--- config.mk ---
export PLATFORM = sky130hd
export DESIGN_NAME = lock_cp_ctrl
export DESIGN_NICKNAME = d
export VERILOG_FILES = /design/src/rtl/lcp_pkg.sv /design/src/rtl/lcp_phase_meter.sv /design/src/rtl/lcp_lock_filter.sv /design/src/rtl/lcp_pin_drive.sv /design/src/rtl/lock_cp_ctrl.sv
export SDC_FILE = /design/constraint.sdc
export NUM_CORES = 1
export LEC_CHECK = 0
export BUFFER_PORTS_ARGS = -buffer_cell sky130_fd_sc_hd__buf_2
export CORE_UTILIZATION = 23
export DETAILED_ROUTE_END_ITERATION = 16
export GPL_TIMING_DRIVEN = 0
export SYNTH_ARGS = -nofsm -noshare
export SYNTH_HDL_FRONTEND = slang
export SYNTH_SLANG_ARGS = --single-unit
--- constraint.sdc ---
create_clock -name clk -period 3.7 [get_ports clk]
set_input_delay 0.74 -clock clk [delete_from_list [all_inputs] [get_ports clk]]
set_output_delay 0.74 -clock clk [all_outputs]
set_load 0.02 [all_outputs]
--- src/rtl/lcp_pkg.sv ---
package lcp_pkg;
   localparam int THR_STEPS = 4;
   typedef logic [1:0] thr_code_t;
endpackage

--- src/rtl/lcp_phase_meter.sv ---
module lcp_phase_meter #(
   parameter int CNT_W = 12
) (
   input  logic             clk,
   input  logic             rst_n,
   input  logic             ref_pulse,
   input  logic             div_pulse,
   output logic             meas_valid,
   output logic [CNT_W-1:0] meas
);
   localparam logic [CNT_W-1:0] CNT_MAX = '1;
   localparam logic [CNT_W-1:0] CNT_ONE = CNT_W'(1);

   logic             waiting;
   logic             first_ref;
   logic [CNT_W-1:0] cnt;
   logic             closing_edge;

   assign closing_edge = first_ref ? div_pulse : ref_pulse;

   generate
      if (CNT_W < 2) begin : g_bad_width
         $error("lcp_phase_meter: CNT_W must be at least 2");
      end
   endgenerate

   always_ff @(posedge clk or negedge rst_n) begin
      if (!rst_n) begin
         waiting    <= 1'b0;
         first_ref  <= 1'b0;
         cnt        <= '0;
         meas_valid <= 1'b0;
         meas       <= '0;
      end else begin
         meas_valid <= 1'b0;
         if (!waiting) begin
            if (ref_pulse && div_pulse) begin
               meas_valid <= 1'b1;
               meas       <= '0;
            end else if (ref_pulse || div_pulse) begin
               waiting   <= 1'b1;
               first_ref <= ref_pulse;
               cnt       <= CNT_ONE;
            end
         end else if (closing_edge || cnt == CNT_MAX) begin
            meas_valid <= 1'b1;
            meas       <= cnt;
            waiting    <= 1'b0;
         end else begin
            cnt <= cnt + CNT_ONE;
         end
      end
   end

   // coincident edges give a zero measurement on the next clock
   assert_coincident_zero_R4: assert property (@(posedge clk) disable iff (!rst_n)
      (ref_pulse && div_pulse && !waiting) |=> (meas_valid && meas == '0));

   // a timed-out wait always reports the saturated value
   assert_timeout_sat_R8: assert property (@(posedge clk) disable iff (!rst_n)
      (waiting && cnt == CNT_MAX && !closing_edge) |=> (meas_valid && meas == CNT_MAX));
endmodule

--- src/rtl/lcp_lock_filter.sv ---
module lcp_lock_filter
   import lcp_pkg::*;
#(
   parameter int CNT_W      = 12,
   parameter int DLY_W      = 4,
   parameter int TICKS_10US = 100
) (
   input  logic             clk,
   input  logic             rst_n,
   input  logic             meas_valid,
   input  logic [CNT_W-1:0] meas,
   input  logic             auto_en,
   input  thr_code_t        thr_code,
   input  logic [DLY_W-1:0] lock_dly,
   output logic             auto_low
);
   localparam logic [DLY_W-1:0] LCK_MAX = '1;
   localparam logic [DLY_W-1:0] LCK_ONE = DLY_W'(1);

   logic [CNT_W-1:0] thr_tab [THR_STEPS];
   logic [CNT_W-1:0] thr_ticks;
   logic [DLY_W-1:0] lock_cnt;
   logic [DLY_W-1:0] cnt_inc;
   logic             in_thr;

   generate
      if (TICKS_10US < 1) begin : g_bad_ticks
         $error("lcp_lock_filter: TICKS_10US must be positive");
      end
      if (THR_STEPS * TICKS_10US >= (2 ** CNT_W) - 1) begin : g_bad_range
         $error("lcp_lock_filter: largest threshold must stay below the timeout value");
      end
      if (DLY_W < 1) begin : g_bad_dly
         $error("lcp_lock_filter: DLY_W must be positive");
      end
      for (genvar g = 0; g < THR_STEPS; g++) begin : g_thr
         assign thr_tab[g] = CNT_W'((g + 1) * TICKS_10US);
      end
   endgenerate

   assign thr_ticks = thr_tab[thr_code];
   assign in_thr    = (meas <= thr_ticks);
   assign cnt_inc   = (lock_cnt == LCK_MAX) ? lock_cnt : lock_cnt + LCK_ONE;

   always_ff @(posedge clk or negedge rst_n) begin
      if (!rst_n) begin
         lock_cnt <= '0;
         auto_low <= 1'b0;
      end else if (!auto_en) begin
         lock_cnt <= '0;
         auto_low <= 1'b0;
      end else if (meas_valid) begin
         if (in_thr) begin
            lock_cnt <= cnt_inc;
            auto_low <= (cnt_inc >= lock_dly);
         end else begin
            lock_cnt <= '0;
            auto_low <= 1'b0;
         end
      end
   end

   // large phase error releases the low state on the very next clock
   assert_fast_release_R7: assert property (@(posedge clk) disable iff (!rst_n)
      (meas_valid && meas > thr_ticks) |=> !auto_low);

   // disabling automatic control drops the low state
   assert_auto_off_R3: assert property (@(posedge clk) disable iff (!rst_n)
      !auto_en |=> !auto_low);

   // entering the low state needs a measurement in the cycle before
   assert_lock_on_meas_R6: assert property (@(posedge clk) disable iff (!rst_n)
      $rose(auto_low) |-> $past(meas_valid));
endmodule

--- src/rtl/lcp_pin_drive.sv ---
module lcp_pin_drive (
   input  logic sw_low_req,
   input  logic auto_en,
   input  logic auto_low,
   input  logic filt_sel,
   output logic cp_low,
   output logic filt_a_en,
   output logic filt_b_en,
   output logic hc_pin_en
);
   assign cp_low    = sw_low_req | (auto_en & auto_low);
   assign hc_pin_en = ~cp_low;
   assign filt_a_en = filt_sel;
   assign filt_b_en = ~filt_sel;

   always_comb begin
      assert_sw_force_R2: assert (!sw_low_req || !hc_pin_en);
   end
endmodule

--- src/rtl/lock_cp_ctrl.sv ---
module lock_cp_ctrl
   import lcp_pkg::*;
#(
   parameter int CNT_W      = 12,
   parameter int DLY_W      = 4,
   parameter int TICKS_10US = 100
) (
   input  logic             clk,
   input  logic             rst_n,
   input  logic             ref_pulse,
   input  logic             div_pulse,
   input  logic             sw_low_req,
   input  logic             auto_en,
   input  logic [1:0]       thr_code,
   input  logic [DLY_W-1:0] lock_dly,
   input  logic             filt_sel,
   output logic             cp_low,
   output logic             filt_a_en,
   output logic             filt_b_en,
   output logic             hc_pin_en
);
   logic             meas_valid;
   logic [CNT_W-1:0] meas;
   logic             auto_low;

   lcp_phase_meter #(.CNT_W(CNT_W)) i_meter (
      .clk        (clk),
      .rst_n      (rst_n),
      .ref_pulse  (ref_pulse),
      .div_pulse  (div_pulse),
      .meas_valid (meas_valid),
      .meas       (meas)
   );

   lcp_lock_filter #(
      .CNT_W      (CNT_W),
      .DLY_W      (DLY_W),
      .TICKS_10US (TICKS_10US)
   ) i_filter (
      .clk        (clk),
      .rst_n      (rst_n),
      .meas_valid (meas_valid),
      .meas       (meas),
      .auto_en    (auto_en),
      .thr_code   (thr_code_t'(thr_code)),
      .lock_dly   (lock_dly),
      .auto_low   (auto_low)
   );

   lcp_pin_drive i_pins (
      .sw_low_req (sw_low_req),
      .auto_en    (auto_en),
      .auto_low   (auto_low),
      .filt_sel   (filt_sel),
      .cp_low     (cp_low),
      .filt_a_en  (filt_a_en),
      .filt_b_en  (filt_b_en),
      .hc_pin_en  (hc_pin_en)
   );

   // exactly one of the two selectable filter pins is enabled
   assert_filt_onehot_R9: assert property (@(posedge clk) disable iff (!rst_n)
      $onehot({filt_a_en, filt_b_en}));

   // without software request or automatic control the pump stays at high current
   assert_hc_default_R10: assert property (@(posedge clk) disable iff (!rst_n)
      (!sw_low_req && !auto_en) |-> hc_pin_en);
endmodule

## After elaboration in Yosys (flattened, before gate mapping)

Index checks and enable logic that the tools add are counted.

- Register bits after elaboration: 32
- Bits in latches: 0
- RAM bits: 0
- Bits in read-only memories: 0
- Output and inout bits: 4
- Memories kept: 0

- Add/subtract/negate cells: 2
- $mul: 0
- Div/mod/pow operators: 0
- Magnitude comparators: 3
- Equal/unequal tests: 6
- Shift operators: 0
- Muxes and demuxes: 25
- Bitwise operators: 7
- Reduce and logical (&&, ||, !) cells: 8

Operators by type and width:

| kind | count |
|---|---|
| 2-to-1 mux 12 bit | 9 |
| binary-select mux 12 bit (select 2 bit) | 1 |
| 2-to-1 mux 4 bit | 4 |
| adder 12 x 1 -> 12 bit (second input constant) | 1 |
| == test 12 bit (second input constant) | 1 |
| less-or-equal comparator 12 bit | 1 |
| 2-to-1 mux 1 bit | 11 |
| AND reduction 3 bit | 2 |
| adder 4 x 1 -> 4 bit (second input constant) | 1 |
| == test 4 bit (second input constant) | 1 |
| >= comparator 4 bit | 1 |
| != test 2 x 1 -> 1 bit (second input constant) | 2 |
| != test 2 bit (second input constant) | 2 |
| inverter 1 bit | 4 |
| nonzero test 2 bit | 2 |
| >= comparator 3 bit (second input constant) | 1 |
| inverter 2 -> 3 bit | 1 |
| logical OR 1 bit | 2 |
| AND reduction 2 bit | 1 |
| AND 1 bit | 1 |
| logical AND 1 bit | 1 |
| OR 1 bit | 1 |

## Longest topological paths before layout

Gate-level depths: netlist of run 1.

- Depth after elaboration: 8
- Depth in mapped cells: 9

## By module

From an unflattened synthesis of run 1, not the netlist that was laid out.

- Cell total of the unflattened synthesis: 186
- Area, all modules: 1946.9 um^2

By module, submodules not included:

| module | times used | cells each | area each (um^2) | sequential area each (um^2) |
|---|---|---|---|---|
| lcp_phase_meter | 1 | 112 | 1305.0 | 675.6 |
| lcp_lock_filter | 1 | 70 | 618.1 | 125.1 |
| lcp_pin_drive | 1 | 4 | 23.8 | 0.0 |

## Worst setup path before layout of run 1

No wires, ideal clock.

- Path kind: input port to flip-flop
- From: in thr_code[0]
- To: reg i_filter.lock_cnt[1]
- Library setup time: 137 ps
- Data arrival time: 2320 ps
- Data required time: 3563 ps
- Setup slack: 1243 ps
- Stages on the path: 9
- Path buffers: 0
- Path through: inv_1 ha_1 or2_2 inv_1 ha_1 and4_1 a41o_1 a32oi_1 o21ai_0

- Longest elaborated chain between the ends: 8

Ends and longest elaborated chain:

| item | line | RTL |
|---|---|---|
| start, declared | lock_cp_ctrl.sv:14 | `input logic [1:0] thr_code,` |
| inverter 2 -> 3 bit (not written as such) | lcp_lock_filter.sv:41 | `assign thr_ticks = thr_tab[thr_code];` |
| binary-select mux 12 bit (select 2 bit) | lcp_lock_filter.sv:41 |  |
| 2-to-1 mux 12 bit (not written as such) (2 in a row) | lcp_lock_filter.sv:41 |  |
| less-or-equal comparator 12 bit | lcp_lock_filter.sv:42 | `assign in_thr = (meas <= thr_ticks);` |
| 2-to-1 mux 4 bit | lcp_lock_filter.sv:53 | `if (in_thr) begin` |
| 2-to-1 mux 4 bit | lcp_lock_filter.sv:52 | `end else if (meas_valid) begin` |
| 2-to-1 mux 4 bit | lcp_lock_filter.sv:49 | `end else if (!auto_en) begin` |
| end signal, assigned | lcp_lock_filter.sv:54 | `lock_cnt <= cnt_inc;` |
| end, declared | lcp_lock_filter.sv:22 | `logic [DLY_W-1:0] lock_cnt;` |

Every way passes these cells. The select of a mux whose other input is x is not followed.
A chain may end at the register's enable or synchronous reset.

## Worst setup path in the final report of run 1

- From: in thr_code[1]
- To: reg i_filter.lock_cnt[3]

Same word-level chain as after synthesis.

==> results.py, run 1 <==
metrics = {
    "run_status": {
        "status": "finished, final reports clean",
    },
    "final_layout": {
        "nets": 249,
        "final_cell_area_mm2": 0.00225,
        "diodes": 0,
        "layout.cells.non_filler": 324,
        "syn_to_final_growth_pct": 16.7,
        "drive_above_1_share_pct": 16.9,
    },
    "clocking": {
        "clk_pin_slew_worst_paths_ps": 70,
        "htree_levels": 2,
        "cts_hold_buf": 0,
        "clkSinkCount": 32,
        "numCtsBuffers": 5,
        "cts-root-buf": "clkbuf_8",
        "clk_latency_ps": 280,
        "cts-resized-gates": 0,
        "cts_tree": "done",
        "clockBufferDepth": 2,
        "cts_setup_buffers": 0,
    },
    "power": {
        "p_leak_nw": 1.06,
        "p_per_area_mw_per_mm2": 522,
        "peakVddDrop_v": 0.000201,
    },
    "setup_path": {
        "cp_top_family": "compound AO/OA/AOI/OAI gates",
        "path_cells": "buf_2 -> inv_1 -> ha_1 -> or2_2 -> inv_1 -> ha_1 -> and4_1 -> a41o_1 -> a32oi_1 -> o21ai_0",
        "crit_path_end_kind": "flop",
        "crit_buf_inv": 3,
        "critPathRequiredTime_ps": 3850,
        "cpMaxStageDelayCell": "a32oi_1",
        "max_stage_delay_ps": 320,
        "worst-setup-path-type": "in -> reg",
        "cp.arrival_ps": 2660,
        "start_kind": "input port",
        "crit_fanout": 5,
    },
    "timing": {
        "worstMarginPinSlew_ps": 713,
        "slew_headroom_pct": 52.4,
        "fin_ws_ps": 1190,
        "fin_crit_sh_pct": 67.8,
        "maxSlewViolCount": 0,
        "finalCriticalPeriod_ps": 2510,
        "finalSetupViolations": 0,
        "finClkSkew_ps": 5.46,
        "fin_setup_tns_ps": 0,
        "max_freq_ghz": 0.398,
        "hold_violations": 0,
        "rsz0062_at_grt": "false",
    },
    "drt": {
        "vias_per_cell": 4.63,
        "antenna_left": 0,
        "drtPass1Iterations": 4,
        "num_vias": 1499,
        "drt_iter0_drc": 90,
        "wirelength_um": 3880,
        "remaining_drc_errors": 0,
        "wl_per_cell_um": 12.0,
    },
    "synthesis": {
        "synthesis.area_mm2": 0.00193,
        "synth_edf_count": 0,
        "ys_ff_latch": 32,
        "synth_flop_cell": "dfrtp_1",
        "ys_types": 42,
        "seq_area_frac_synth_pct": 41.5,
        "synth_nets": 226,
        "synth-async-reset-ratio_pct": 100,
        "syn_area_per_cell_um2": 9.91,
        "synth_warnings": 0,
        "synth_cells": 195,
    },
    "global_route": {
        "antenna_found_initial": 0,
        "grt_overflow_total": 0,
        "track_usage_pct": 9.83,
        "grt_pass1_wl_um": 6900,
        "grt_max_degree": 33,
        "grt_pass1_vias": 1501,
    },
    "worst_hold_path": {
        "hp-class": "reg -> reg",
    },
    "placed_design": {
        "place_hpwl_um": 2920,
        "place_ws_ps": 857,
        "gp_congestion": 0.826,
        "placed_cell_area_mm2": 0.00214,
        "io_buffers": 16,
        "numPlacedInstances": 316,
    },
    "die": {
        "die_y_um": 93.7,
        "die_w_um": 93.7,
        "start_util_pct": 23.6,
        "dieArea_mm2": 0.00877,
        "core-area_mm2": 0.00818,
        "rows": 33,
        "num_io_pins": 17,
    },
    "flow_run": {
        "maxCapViolCount": 0,
    },
}
==> layout make-up <==
cell class                 instances  area [um2]
inverter                          16        60.1
clock buffer                       5        68.8
buffer                            10        52.6
multi-input combinational        137        1020
sequential                        32         801
tap                              105         131
fill                             884        5920
clock inverter                     3        42.5
timing repair buffer              16        80.1
==> cells in the final DEF (no fill, tap or decap), types with 5 or more instances in the layout <==
master and count:
nor2b_1 5, nand3_1 7, buf_2 22, o21ai_0 6, a21oi_1 6, ha_1 18
a22o_1 12, nand2_1 21, and4_1 5, o31ai_1 5, mux2i_1 6, nand4_1 5
inv_1 16, dfrtp_1 32, clkbuf_8 5
==> report_power, final <==
part           leakage, nW  internal (mW)  switching (mW)
combinational        0.580          0.144           0.224
sequential           0.430          0.416          0.0570
clock               0.0541          0.199           0.136
==> cells in the mapped netlist, types with 6 or more instances <==
cell | number | area share (%)
mux2i_1 | 6 | 3.1
ha_1 | 18 | 12
o21ai_0 | 6 | 1.6
buf_2 | 6 | 1.6
a22o_1 | 12 | 5.4
dfrtp_1 | 32 | 41
inv_1 | 16 | 3.1
nand2_1 | 21 | 4.1
a21oi_1 | 6 | 1.6
nand3_1 | 7 | 1.8
==> layer usage <==
layer	global-route usage (%)	share of wire (%)
met1	13.6	51
met2	15.4	45
met3	2.27	3.2
met4	2.69	0.67
met5	0	0
==> per-stage QoR <==
step / util (%) / hold slack, ps / power (mW)
floorplan: - / 444 / 0.744
global placement: 26.2 / 477 / 0.839
detailed placement: 26.2 / 483 / 0.850
CTS: 27.6 / 500 / 1.19
global route: 27.6 / 528 / 1.27
finish: 27.6 / 494 / 1.18
==> tightest hold or removal path, stage by stage (launching register included) <==
cell and delay, ps:
dfrtp_1 350, nand2_1 50, o31ai_1 60
==> cells by family (layout without fill, tap and decap cells) <==
logic type	count (synthesis)	count (layout)	share of synthesized area, %
flops	32	32	41.5
compound gates	45	45	17.3
xor+xnor	1	1	0.453
mux	8	8	4.27
buf+inv	26	50	5.83
fa+ha+maj	18	18	11.7
simple gates	65	65	19.0
==> flip-flops by register name, summed over array words and instances, names as in the netlist <==
name / flops
i_meter.meas_valid: 1
i_meter.waiting: 1
i_filter.lock_cnt: 4
i_filter.auto_low: 1
i_meter.first_ref: 1
i_meter.meas: 12
i_meter.cnt: 12
==> worst paths after layout <==
kind                                           start  depth (start not counted)              endpoint  slack [ps]
min in group asynchronous                      rst_n                          1     i_meter.first_ref         500
worst min-delay path               i_filter.auto_low                          2     i_filter.auto_low         490
worst max-delay path                     thr_code[1]                         10  i_filter.lock_cnt[3]        1190
worst max register to register  i_filter.lock_cnt[0]                          8     i_filter.auto_low        1540
worst min register to register     i_filter.auto_low                          2     i_filter.auto_low         490
max in group asynchronous                      rst_n                          1       i_meter.meas[7]        2730
No activity file was read; power rests on OpenSTA's default activity.
==> run 2: changes to the inputs <==
- clock period: 3.7 -> 2.4 ns (I/O delays scaled with it)
==> results.py, run 2 (synthesized netlist as in run 1, its figures left out) <==
metrics = {
    "run_status": {
        "status": "finished, final reports clean",
    },
    "drt": {
        "num_vias": 1496,
        "wl_per_cell_um": 12.0,
        "vias_per_cell": 4.62,
        "remaining_drc_errors": 0,
        "antenna_left": 0,
        "drt_iter0_drc": 87,
        "wirelength_um": 3870,
        "drtPass1Iterations": 4,
    },
    "power": {
        "p_per_area_mw_per_mm2": 802,
        "combPwrFrac_pct": 31.4,
        "clkPwrFrac_pct": 28.5,
        "p_leak_nw": 1.06,
        "p_total_mw": 1.81,
        "switchingPower_mw": 0.643,
        "p_sw_share_pct": 35.4,
        "peakVddDrop_v": 0.000309,
        "internal_power_mw": 1.17,
        "power_frac_seq_pct": 40.2,
    },
    "timing": {
        "finalCriticalPeriod_ps": 2160,
        "fin_ws_ps": 241,
        "finClkSkew_ps": 5.47,
        "maxSlewViolCount": 0,
        "finalSetupViolations": 0,
        "hold_violations": 0,
        "fin_crit_sh_pct": 89.9,
        "rsz0062_at_grt": "false",
        "timing.hold.ws_ps": 244,
        "slew_headroom_pct": 52.5,
        "worstMarginPinSlew_ps": 713,
        "max_freq_ghz": 0.463,
    },
    "global_route": {
        "grt_pass1_wl_um": 6900,
        "antenna_found_initial": 0,
        "track_usage_pct": 9.83,
        "grt_max_degree": 33,
        "grt_overflow_total": 0,
        "grt_pass1_vias": 1501,
    },
    "setup_path": {
        "worst-setup-path-type": "in -> reg",
        "cp.arrival_ps": 2310,
        "critPathRequiredTime_ps": 2550,
        "cpMaxStageDelayCell": "or2_2",
        "max_stage_delay_ps": 310,
        "start_kind": "input port",
        "crit_path_end_kind": "flop",
        "r2r_end": "i_filter.auto_low",
        "rr_worst_depth": 8,
        "rrSetupSlack_ps": 250,
        "r2r_start": "i_filter.lock_cnt[0]",
        "path_cells": "buf_2 -> inv_1 -> ha_1 -> or2_2 -> inv_1 -> ha_1 -> and4_1 -> a41o_1 -> a32oi_2 -> o21ai_0",
        "crit_fanout": 5,
    },
    "final_layout": {
        "diodes": 0,
        "syn_to_final_growth_pct": 17.1,
        "layout.cells.non_filler": 324,
        "multi_input_area_mm2": 0.00103,
        "nets": 249,
        "layout_commonest_cell": "dfrtp_1",
        "ff_latch_area_um2": 801,
        "reg_top3": "i_meter.cnt (12), i_meter.meas (12), i_filter.lock_cnt (4)",
        "nFillCells": 883,
        "final_cell_mix": "32 x dfrtp_1, 22 x buf_2, 21 x nand2_1",
        "drive_above_1_share_pct": 17.4,
    },
    "clocking": {
        "clk_pin_slew_worst_paths_ps": 70,
        "clk_latency_ps": 280,
        "cts_hold_buf": 0,
        "cts-root-buf": "clkbuf_8",
        "cts_tree": "done",
        "clockBufferDepth": 2,
        "htree_levels": 2,
        "clkSinkCount": 32,
        "numCtsBuffers": 5,
    },
    "die": {
        "die_w_um": 93.7,
        "rows": 33,
        "num_io_pins": 17,
        "start_util_pct": 23.6,
        "core-area_mm2": 0.00818,
        "dieArea_mm2": 0.00877,
        "die_y_um": 93.7,
    },
    "placed_design": {
        "place_hpwl_um": 2920,
        "place_ws_ps": -183,
        "numPlacedInstances": 316,
        "gp_congestion": 0.826,
        "io_buffers": 16,
    },
    "flow_run": {
        "maxCapViolCount": 0,
    },
    "worst_hold_path": {
        "hp-class": "in -> async",
    },
}
## run 2: cell types whose count changed in the layout (fill, tap and decap cells not counted)
| cell | delta |
|---|---|
| a32oi_1 | -1 |
| a32oi_2 | +1 |
## run 2: routing by layer
| metal | global-route usage (%) | part of all wire (%) |
|---|---|---|
| met5 | 0 | 0 |
| met2 | 15.4 | 45 |
| met3 | 2.27 | 3.2 |
| met4 | 2.69 | 0.67 |
| met1 | 13.6 | 51 |
## run 2: layout make-up
type                       count  area share (%)
tap                          105            5.81
inverter                      16            2.65
timing repair buffer          16            3.54
clock buffer                   5            3.04
sequential                    32            35.4
multi-input combinational    137            45.4
clock inverter                 3            1.88
buffer                        10            2.32
## run 2: power groups by stage
stage          registers, mW  clock network [mW]  logic (mW)
2_1_floorplan          0.714                   0       0.433
3_3_place_gp           0.735                   0       0.559
3_5_place_dp           0.739                   0       0.571
4_1_cts                0.728               0.530       0.573
5_1_grt                0.745               0.559       0.662
6_report               0.729               0.516       0.569
## run 2: how the worst max path moves through the flow
stage	startpoint	end	slack, ps
after global routing	thr_code[1]	i_filter.lock_cnt[2]	80
after global placement	thr_code[1]	i_filter.lock_cnt[2]	-130
after detailed placement	thr_code[1]	i_filter.lock_cnt[2]	-180
final	thr_code[1]	i_filter.lock_cnt[3]	240
after CTS	thr_code[1]	i_filter.lock_cnt[2]	110
after floorplan	thr_code[0]	i_filter.lock_cnt[1]	200
## run 2: critical path: cells and delay by family
kind / cells / cell delay (ps)
buffers and inverters: 3 / 260
AND/OR/NAND/NOR: 2 / 520
AO/OA/AOI/OAI: 3 / 640
adder cells (fa/ha/maj): 2 / 400
## run 2: per-stage QoR
step	area (um2)	util, %	TNS [ps]
after floorplan	1930	-	0
after CTS	2250	27.6	0
after global placement	2140	26.2	-607
after detailed placement	2140	26.2	-738
after global routing	2260	27.7	0
final	2260	27.7	0
## run 2: timing repair
action | 4_1_cts | 5_1_grt
setup buffers | 0 | 0
gates resized for setup | 0 | 1
setup endpoints to repair | 0 | 4
